**src/rtl/devsel_pkg.sv**
```systemverilog
package devsel_pkg;
    typedef enum logic [1:0] {
        ST_WAIT_HIGH = 2'd0,
        ST_ARMED     = 2'd1,
        ST_CYCLE     = 2'd2
    } strobe_state_e;
endpackage

```
**src/rtl/devsel_regs.sv**
```systemverilog
module devsel_regs #(
    parameter int PAGE_W = 4
) (
    input  logic              clk,
    input  logic              rst_n,
    input  logic              sel_now,
    input  logic              dsel_wr,
    input  logic [PAGE_W:0]   dsel_wdata,
    input  logic              cfg_wr,
    input  logic [PAGE_W-1:0] cfg_wdata,
    output logic              soft_off_q,
    output logic [PAGE_W-1:0] soft_page_q,
    output logic [PAGE_W-1:0] cfg_page_q
);
    // soft-select register: writes gated by the present selection
    always_ff @(posedge clk) begin
        if (!rst_n) begin
            soft_off_q  <= 1'b1;
            soft_page_q <= '0;
        end else if (dsel_wr && sel_now) begin
            soft_off_q  <= dsel_wdata[PAGE_W];
            soft_page_q <= dsel_wdata[PAGE_W-1:0];
        end
    end

    // own page address: always writable
    always_ff @(posedge clk) begin
        if (!rst_n) begin
            cfg_page_q <= '0;
        end else if (cfg_wr) begin
            cfg_page_q <= cfg_wdata;
        end
    end
endmodule

```
**src/rtl/devsel_decode.sv**
```systemverilog
module devsel_decode #(
    parameter int PAGE_W = 4
) (
    input  logic              cs_glob_n,
    input  logic              cs_local_n,
    input  logic              soft_off,
    input  logic [PAGE_W-1:0] soft_page,
    input  logic [PAGE_W-1:0] own_page,
    output logic              sel_now
);
    logic [PAGE_W-1:0] bit_eq;

    for (genvar i = 0; i < PAGE_W; i++) begin : g_cmp
        assign bit_eq[i] = ~(soft_page[i] ^ own_page[i]);
    end

    logic page_hit;
    assign page_hit = ~soft_off & (&bit_eq);

    always_comb begin
        sel_now = ~cs_glob_n | ~cs_local_n | page_hit;
    end
endmodule

```
**src/rtl/devsel_strobe_fsm.sv**
```systemverilog
module devsel_strobe_fsm
    import devsel_pkg::*;
(
    input  logic clk,
    input  logic rst_n,
    input  logic strobe_n,
    input  logic sel_now,
    output logic samp,
    output logic sel_q
);
    strobe_state_e state_q, state_d;

    always_comb begin
        state_d = state_q;
        samp    = 1'b0;
        unique case (state_q)
            ST_WAIT_HIGH: if (strobe_n)  state_d = ST_ARMED;
            ST_ARMED: begin
                if (!strobe_n) begin
                    state_d = ST_CYCLE;
                    samp    = 1'b1;
                end
            end
            ST_CYCLE:     if (strobe_n)  state_d = ST_ARMED;
            default:      state_d = ST_WAIT_HIGH;
        endcase
    end

    always_ff @(posedge clk) begin
        if (!rst_n) state_q <= ST_WAIT_HIGH;
        else        state_q <= state_d;
    end

    always_ff @(posedge clk) begin
        if (!rst_n)    sel_q <= 1'b0;
        else if (samp) sel_q <= sel_now;
    end
endmodule

```
**src/rtl/devsel_top.sv**
```systemverilog
module devsel_top #(
    parameter int PAGE_W = 4
) (
    input  logic              clk,
    input  logic              rst_n,
    input  logic              strobe_n,
    input  logic              cs_glob_n,
    input  logic              cs_local_n,
    input  logic              dsel_wr,
    input  logic [PAGE_W:0]   dsel_wdata,
    input  logic              cfg_wr,
    input  logic [PAGE_W-1:0] cfg_wdata,
    output logic              sel_q
);
    logic              sel_now;
    logic              samp;
    logic              soft_off_q;
    logic [PAGE_W-1:0] soft_page_q;
    logic [PAGE_W-1:0] cfg_page_q;

    devsel_regs #(.PAGE_W(PAGE_W)) u_regs (
        .clk(clk), .rst_n(rst_n), .sel_now(sel_now),
        .dsel_wr(dsel_wr), .dsel_wdata(dsel_wdata),
        .cfg_wr(cfg_wr), .cfg_wdata(cfg_wdata),
        .soft_off_q(soft_off_q), .soft_page_q(soft_page_q),
        .cfg_page_q(cfg_page_q)
    );

    devsel_decode #(.PAGE_W(PAGE_W)) u_dec (
        .cs_glob_n(cs_glob_n), .cs_local_n(cs_local_n),
        .soft_off(soft_off_q), .soft_page(soft_page_q),
        .own_page(cfg_page_q), .sel_now(sel_now)
    );

    devsel_strobe_fsm u_fsm (
        .clk(clk), .rst_n(rst_n), .strobe_n(strobe_n),
        .sel_now(sel_now), .samp(samp), .sel_q(sel_q)
    );
endmodule

```
**config.mk**
```make
export PLATFORM = sky130hd
export DESIGN_NAME = devsel_top
export DESIGN_NICKNAME = d
export VERILOG_FILES = /design/src/rtl/devsel_pkg.sv /design/src/rtl/devsel_regs.sv /design/src/rtl/devsel_decode.sv /design/src/rtl/devsel_strobe_fsm.sv /design/src/rtl/devsel_top.sv
export SDC_FILE = /design/constraint.sdc
export NUM_CORES = 1
export LEC_CHECK = 0
export ABC_AREA = 1
export BUFFER_PORTS_ARGS = -buffer_cell sky130_fd_sc_hd__buf_4
export CORE_AREA = 5 5 42 44
export DETAILED_ROUTE_END_ITERATION = 12
export DIE_AREA = 0 0 47 49
export PLACE_DENSITY = 0.65
export SYNTH_ARGS = -nofsm -noshare
export SYNTH_HDL_FRONTEND = slang
export SYNTH_SLANG_ARGS = --single-unit
```
**constraint.sdc**
```tcl
create_clock -name clk -period 3.4 [get_ports clk]
set_clock_uncertainty 0.15 [all_clocks]
set_input_delay 0.34 -clock clk [delete_from_list [all_inputs] [get_ports clk]]
set_output_delay 0.34 -clock clk [all_outputs]
set_load 0.02 [all_outputs]
```
## Word level (Yosys, flattened, before mapping)

Cells that the tools add are included.
W data, S select, Z words.

- Output and inout bits: 1
- Word-level logic and storage cells: 33
- Flip-flop bits (word level): 12
- Input port bits: 16

- Eq/ne operators: 4
- Reductions and logical operators: 5
- Bitwise logic cells: 14
- Mux-type cells: 5

Operators by type and width:

| kind | count |
|---|---|
| $not A1 Y1 | 7 |
| $mux W2 | 2 |
| $pmux W2 S2 | 1 |
| $reduce_and A4 Y1 | 1 |
| $xor A1 B1 Y1 | 4 |
| $eq A2 B1 Y1 const B | 1 |
| $eq A2 B2 Y1 const B | 1 |
| $logic_not A2 Y1 | 1 |
| $mux W1 | 2 |
| $ne A2 B1 Y1 const B | 1 |
| $ne A2 B2 Y1 const B | 1 |
| $or A1 B1 Y1 | 2 |
| $reduce_and A2 Y1 | 1 |
| $reduce_or A2 Y1 | 1 |
| $and A1 B1 Y1 | 1 |
| $logic_and A1 B1 Y1 | 1 |

## Logic depth before layout (Yosys ltp)

- Depth after elaboration: 6
- Gate-level depth with buffers: 10
- Depth with buffers taken out: 9

## Cells and area by module

A second synthesis with hierarchy kept.

- Cells, all modules: 89
- Area total of the unflattened synthesis: 556.8 µm²

Modules (own cells, without submodules):

| module | area an instance (µm²) | cells each | times used | sequential area each (µm²) |
|---|---|---|---|---|
| devsel_regs | 340.3 | 47 | 1 | 180.2 |
| devsel_strobe_fsm | 120.1 | 17 | 1 | 60.1 |
| devsel_decode | 96.3 | 25 | 1 | 0.0 |

## Worst setup path before layout

Ideal clock, no wire load.

- Kind: register -> register
- Start point: register u_regs.soft_page_q[0]
- End point: register u_regs.soft_off_q
- Path slack: 2.190 ns
- Stages on the path, launching flop included: 11
- Clock period less this slack: 1.210 ns
- Data required time: 3.119 ns
- Library setup time: 0.131 ns
- Arrival: 0.929 ns
- Path buffers: 1
- Cell sequence: dfxtp_1 inv_1 nand2_1 nand2_1 nor2_1 nand3_1 nand2_2 buf_6 nand2_1 nand2_1 nand3_1

- Cells in the longest elaborated chain, start to end: 6

RTL lines:

| what | line | text |
|---|---|---|
| start: declaration | devsel_regs.sv:12 | `output logic [PAGE_W-1:0] soft_page_q,` |
| start signal: assignment | devsel_regs.sv:22 | `soft_page_q <= dsel_wdata[PAGE_W-1:0];` |
| $xor A1 B1 Y1 | devsel_decode.sv:14 | `assign bit_eq[i] = ~(soft_page[i] ^ own_page[i]);` |
| $not A1 Y1 | devsel_decode.sv:14 |  |
| $reduce_and A4 Y1 | devsel_decode.sv:18 | `assign page_hit = ~soft_off & (&bit_eq);` |
| $and A1 B1 Y1 | devsel_decode.sv:18 |  |
| $or A1 B1 Y1 | devsel_decode.sv:21 | `sel_now = ~cs_glob_n \| ~cs_local_n \| page_hit;` |
| $logic_and A1 B1 Y1 | devsel_regs.sv:20 | `end else if (dsel_wr && sel_now) begin` |
| end signal: assignment | devsel_regs.sv:21 | `soft_off_q <= dsel_wdata[PAGE_W];` |
| end: declaration | devsel_regs.sv:11 | `output logic soft_off_q,` |

Every way passes these cells.
A chain may end at the register's enable or synchronous reset.

## Worst setup path after layout

- Start point: register u_regs.soft_page_q[0]
- End point: register u_regs.soft_page_q[3]

- Cells in the longest elaborated chain, start to end: 6

RTL lines:

| what | line |
|---|---|
| $xor A1 B1 Y1 | devsel_decode.sv:14 |
| $not A1 Y1 | devsel_decode.sv:14 |
| $reduce_and A4 Y1 | devsel_decode.sv:18 |
| $and A1 B1 Y1 | devsel_decode.sv:18 |
| $or A1 B1 Y1 | devsel_decode.sv:21 |
| $logic_and A1 B1 Y1 | devsel_regs.sv:20 |

Every way passes these cells.

==> metrics.md <==
| Metric | Value |
|---|---|
| Drt pass-1 iters | 4 |
| Register area share after synthesis | 0.430 |
| GPL Wtd Cong | 0.701 |
| Flop2flop setup slack | 2.07 ns |
| Layout cells sized above 1 | 0.202 |
| CTS root buffer | clkbuf_4 |
| Sink Count | 12 |
| Top cell type's share of synthesized area | 0.430 |
| Critical path arrival | 1.35 ns |
| Post-layout min period | 1.33 ns |
| Post-CTS setup buffer count | 0 |
| Die Height | 49 um |
| Reg2reg start | u_regs.soft_page_q[0]$_SDFFE_PN0P_ |
| Synth warn | 0 |
| Multi-input gate area | 233 um2 |
| Fmax | 752 MHz |
| Total core area | 0.00140 mm2 |
| Area grow syn2layout | 24.4% |
| Worst-Margin Slew | 0.208 ns |
| Critical Path RT | 3.42 ns |
| CP Max Fanout | 11 |
| Part of the cycle the worst path needs | 0.391 |
| Fill cells | 148 |
| Total negative slack | 0 ns |
| Worst slew margin | 0.861 |
| Reg2Reg Capture Point | u_regs.soft_page_q[3]$_SDFFE_PN0P_ |
| Initial DRC count | 7 |
| Final Hold Viols | 0 |
| ANT nets after route | 0 |
| Hold_sp | dsel_wdata[4] |
| Yosys cell types | 12 |
| Synthesized cell area | 559 um2 |
| Via-per-instance ratio | 4.60 |
| Placed inst area | 673 um2 |
| Clock Path Buffers | 2 |
| Synthesized Nets | 99 |
| Register bit total from synthesis | 12 |
| FF+latch area | 240 um2 |
| CP Launch Type | flop |
| Drt wl/cell | 9.49 um |
| Post_cts resized | 0 |
| P per Cell Area | 419 mW/mm2 |
| Result of the run | completed |
| CTS tree | done |
| Worst setup EP type | flop |
| Post-CTS Hold Buffers | 0 |
| Remaining DRCs | 0 |
| H-tree levels | 1 |
| First-pass GRT wire length | 1860 um |
| Nets | 117 |
| Die Wd | 47 um |
| Vias | 529 |
| Post-synth top area cell | dfxtp_1 |
| Tot GR Track Use | 0.110 |
| Post-route cell area | 696 um2 |
| Slew Viols, Final | 0 |
| Number of port buffers | 16 |
| DIE AREA | 0.00230 mm2 |
| RSZ-0062 raised after global routing | false |
| Largest net degree at the start of global routing | 12 |
| Hold Path Stages | 3 |
| Worst-path clk slew | 0.07 ns |
| Maximum VDD drop | 226 uV |
| Reg2Reg Depth | 9 |
| Initial Utilization | 0.399 |
| Critical path type | reg2reg |
| Hpwl dp | 808 um |
| Synth area leaders | dfxtp_1 (43%), nand2_1 (12%), inv_1 (11%), a21oi_1 (8.1%), nand3_1 (6.3%) |
| Inserted Diodes | 0 |
| Vias in the first global route | 454 |
| Syn avg cell area | 6.74 um2 |
| Latest clock arrival within the worst-skew pair | 0.27 ns |
| Number of max-cap violations | 0 |
| Hold worst-path end | u_regs.soft_off_q$_SDFFE_PN1P_ |
| Leak pwr | 0.365 nW |
| Worst Hold Class | in2reg |
| Global route total overflow | 0 |
| Antenna violations before repair | 0 |
| Post-Route WL | 1090 um |
| Num CTS Buffers | 3 |
| Setup-failing EPs final | 0 |
| # IOs | 17 |
| Row count | 14 |
| Mapped Cells | 83 |
-- worst max-delay path, stage by stage (launching register included) --
cell and delay [ns]:
dfxtp_1 0.36, inv_1 0.05, nand2_1 0.05, nand2_1 0.05, nor2_1 0.11, nand3_1 0.09, nand2_2 0.17, nand3_1 0.10
nand2_1 0.07, nor2_1 0.03
-- routing by layer --
layer | track usage | up-vias | wire, um
li1 | - | 288 | -
met1 | 0.154 | 227 | 533
met2 | 0.140 | 10 | 473
met3 | 0.0258 | 4 | 54
met4 | 0.0829 | 0 | 30
met5 | 0 | - | 0
-- cell type report --
cell class | count | area share
flip-flops and latches | 12 | 0.345
inverters | 16 | 0.0863
multi-input cells | 52 | 0.335
clock buffers | 3 | 0.0324
repair buffers | 16 | 0.173
well taps | 16 | 0.0288
-- cell usage in the layout, fill, tap and decap left out --
cell type  synthesis  layout
nand2_2            1       1
buf_4              0      16
clkbuf_4           0       3
a21oi_1            9       9
inv_1             16      16
nor2_1             9       9
nand3_1            7       7
nand3b_1           1       1
o21ai_0            6       6
nand2_1           18      18
a21boi_0           1       1
dfxtp_1           12      12
-- registers in the layout (all words and copies together), names as in the netlist --
name                cells
u_regs.cfg_page_q       4
u_fsm.state_q           2
u_regs.soft_page_q      4
u_regs.soft_off_q       1
u_fsm.sel_q             1
-- cell usage after synthesis (all sizes together) --
library cell  number
nand2             19
inv               16
dfxtp             12
a21oi              9
nor2               9
nand3              7
o21ai              6
buf                2
a21boi             1
clkbuf             1
nand3b             1
-- metrics by stage --
step           total power, mW  std cells  setup WS, ns   util  hold WS [ns]
6_report                 0.292        115          2.07  0.496         0.152
5_1_grt                  0.306        115          1.89  0.496         0.186
4_1_cts                  0.294        115          2.05  0.496         0.155
3_5_place_dp             0.207        112          2.06  0.480         0.313
3_3_place_gp             0.206        112          2.09  0.480         0.307
2_1_floorplan            0.190         83          2.19      -         0.279
-- cells by family after synthesis --
logic type | Yosys count | synth area share
AOI/OAI and AO/OA | 16 | 0.148
DFF | 12 | 0.430
buffers and inverters | 19 | 0.154
and+or+nand+nor | 36 | 0.268
-- worst max-delay path by stage --
stage	start	endpoint	slack, ns	depth (start not counted)
final	u_regs.soft_page_q[0]$_SDFFE_PN0P_	u_regs.soft_page_q[3]$_SDFFE_PN0P_	2.07	9
after global routing	u_regs.soft_page_q[0]$_SDFFE_PN0P_	u_regs.soft_off_q$_SDFFE_PN1P_	1.89	9
after CTS	u_regs.soft_page_q[0]$_SDFFE_PN0P_	u_regs.soft_page_q[3]$_SDFFE_PN0P_	2.05	9
after detailed placement	u_regs.soft_page_q[0]$_SDFFE_PN0P_	u_regs.soft_page_q[3]$_SDFFE_PN0P_	2.06	9
after global placement	u_regs.soft_page_q[0]$_SDFFE_PN0P_	u_regs.soft_page_q[0]$_SDFFE_PN0P_	2.09	9
after floorplan	u_regs.soft_page_q[0]$_SDFFE_PN0P_	u_regs.soft_off_q$_SDFFE_PN1P_	2.19	10
-- report_power, final --
part	total [mW]	switching, mW	internal [mW]
logic	0.0475	0.0233	0.0241
clock network	0.0882	0.0472	0.0410
registers	0.156	0.00578	0.150
total	0.292	0.0763	0.215
Note: power is estimated with default switching activity, not from simulation.
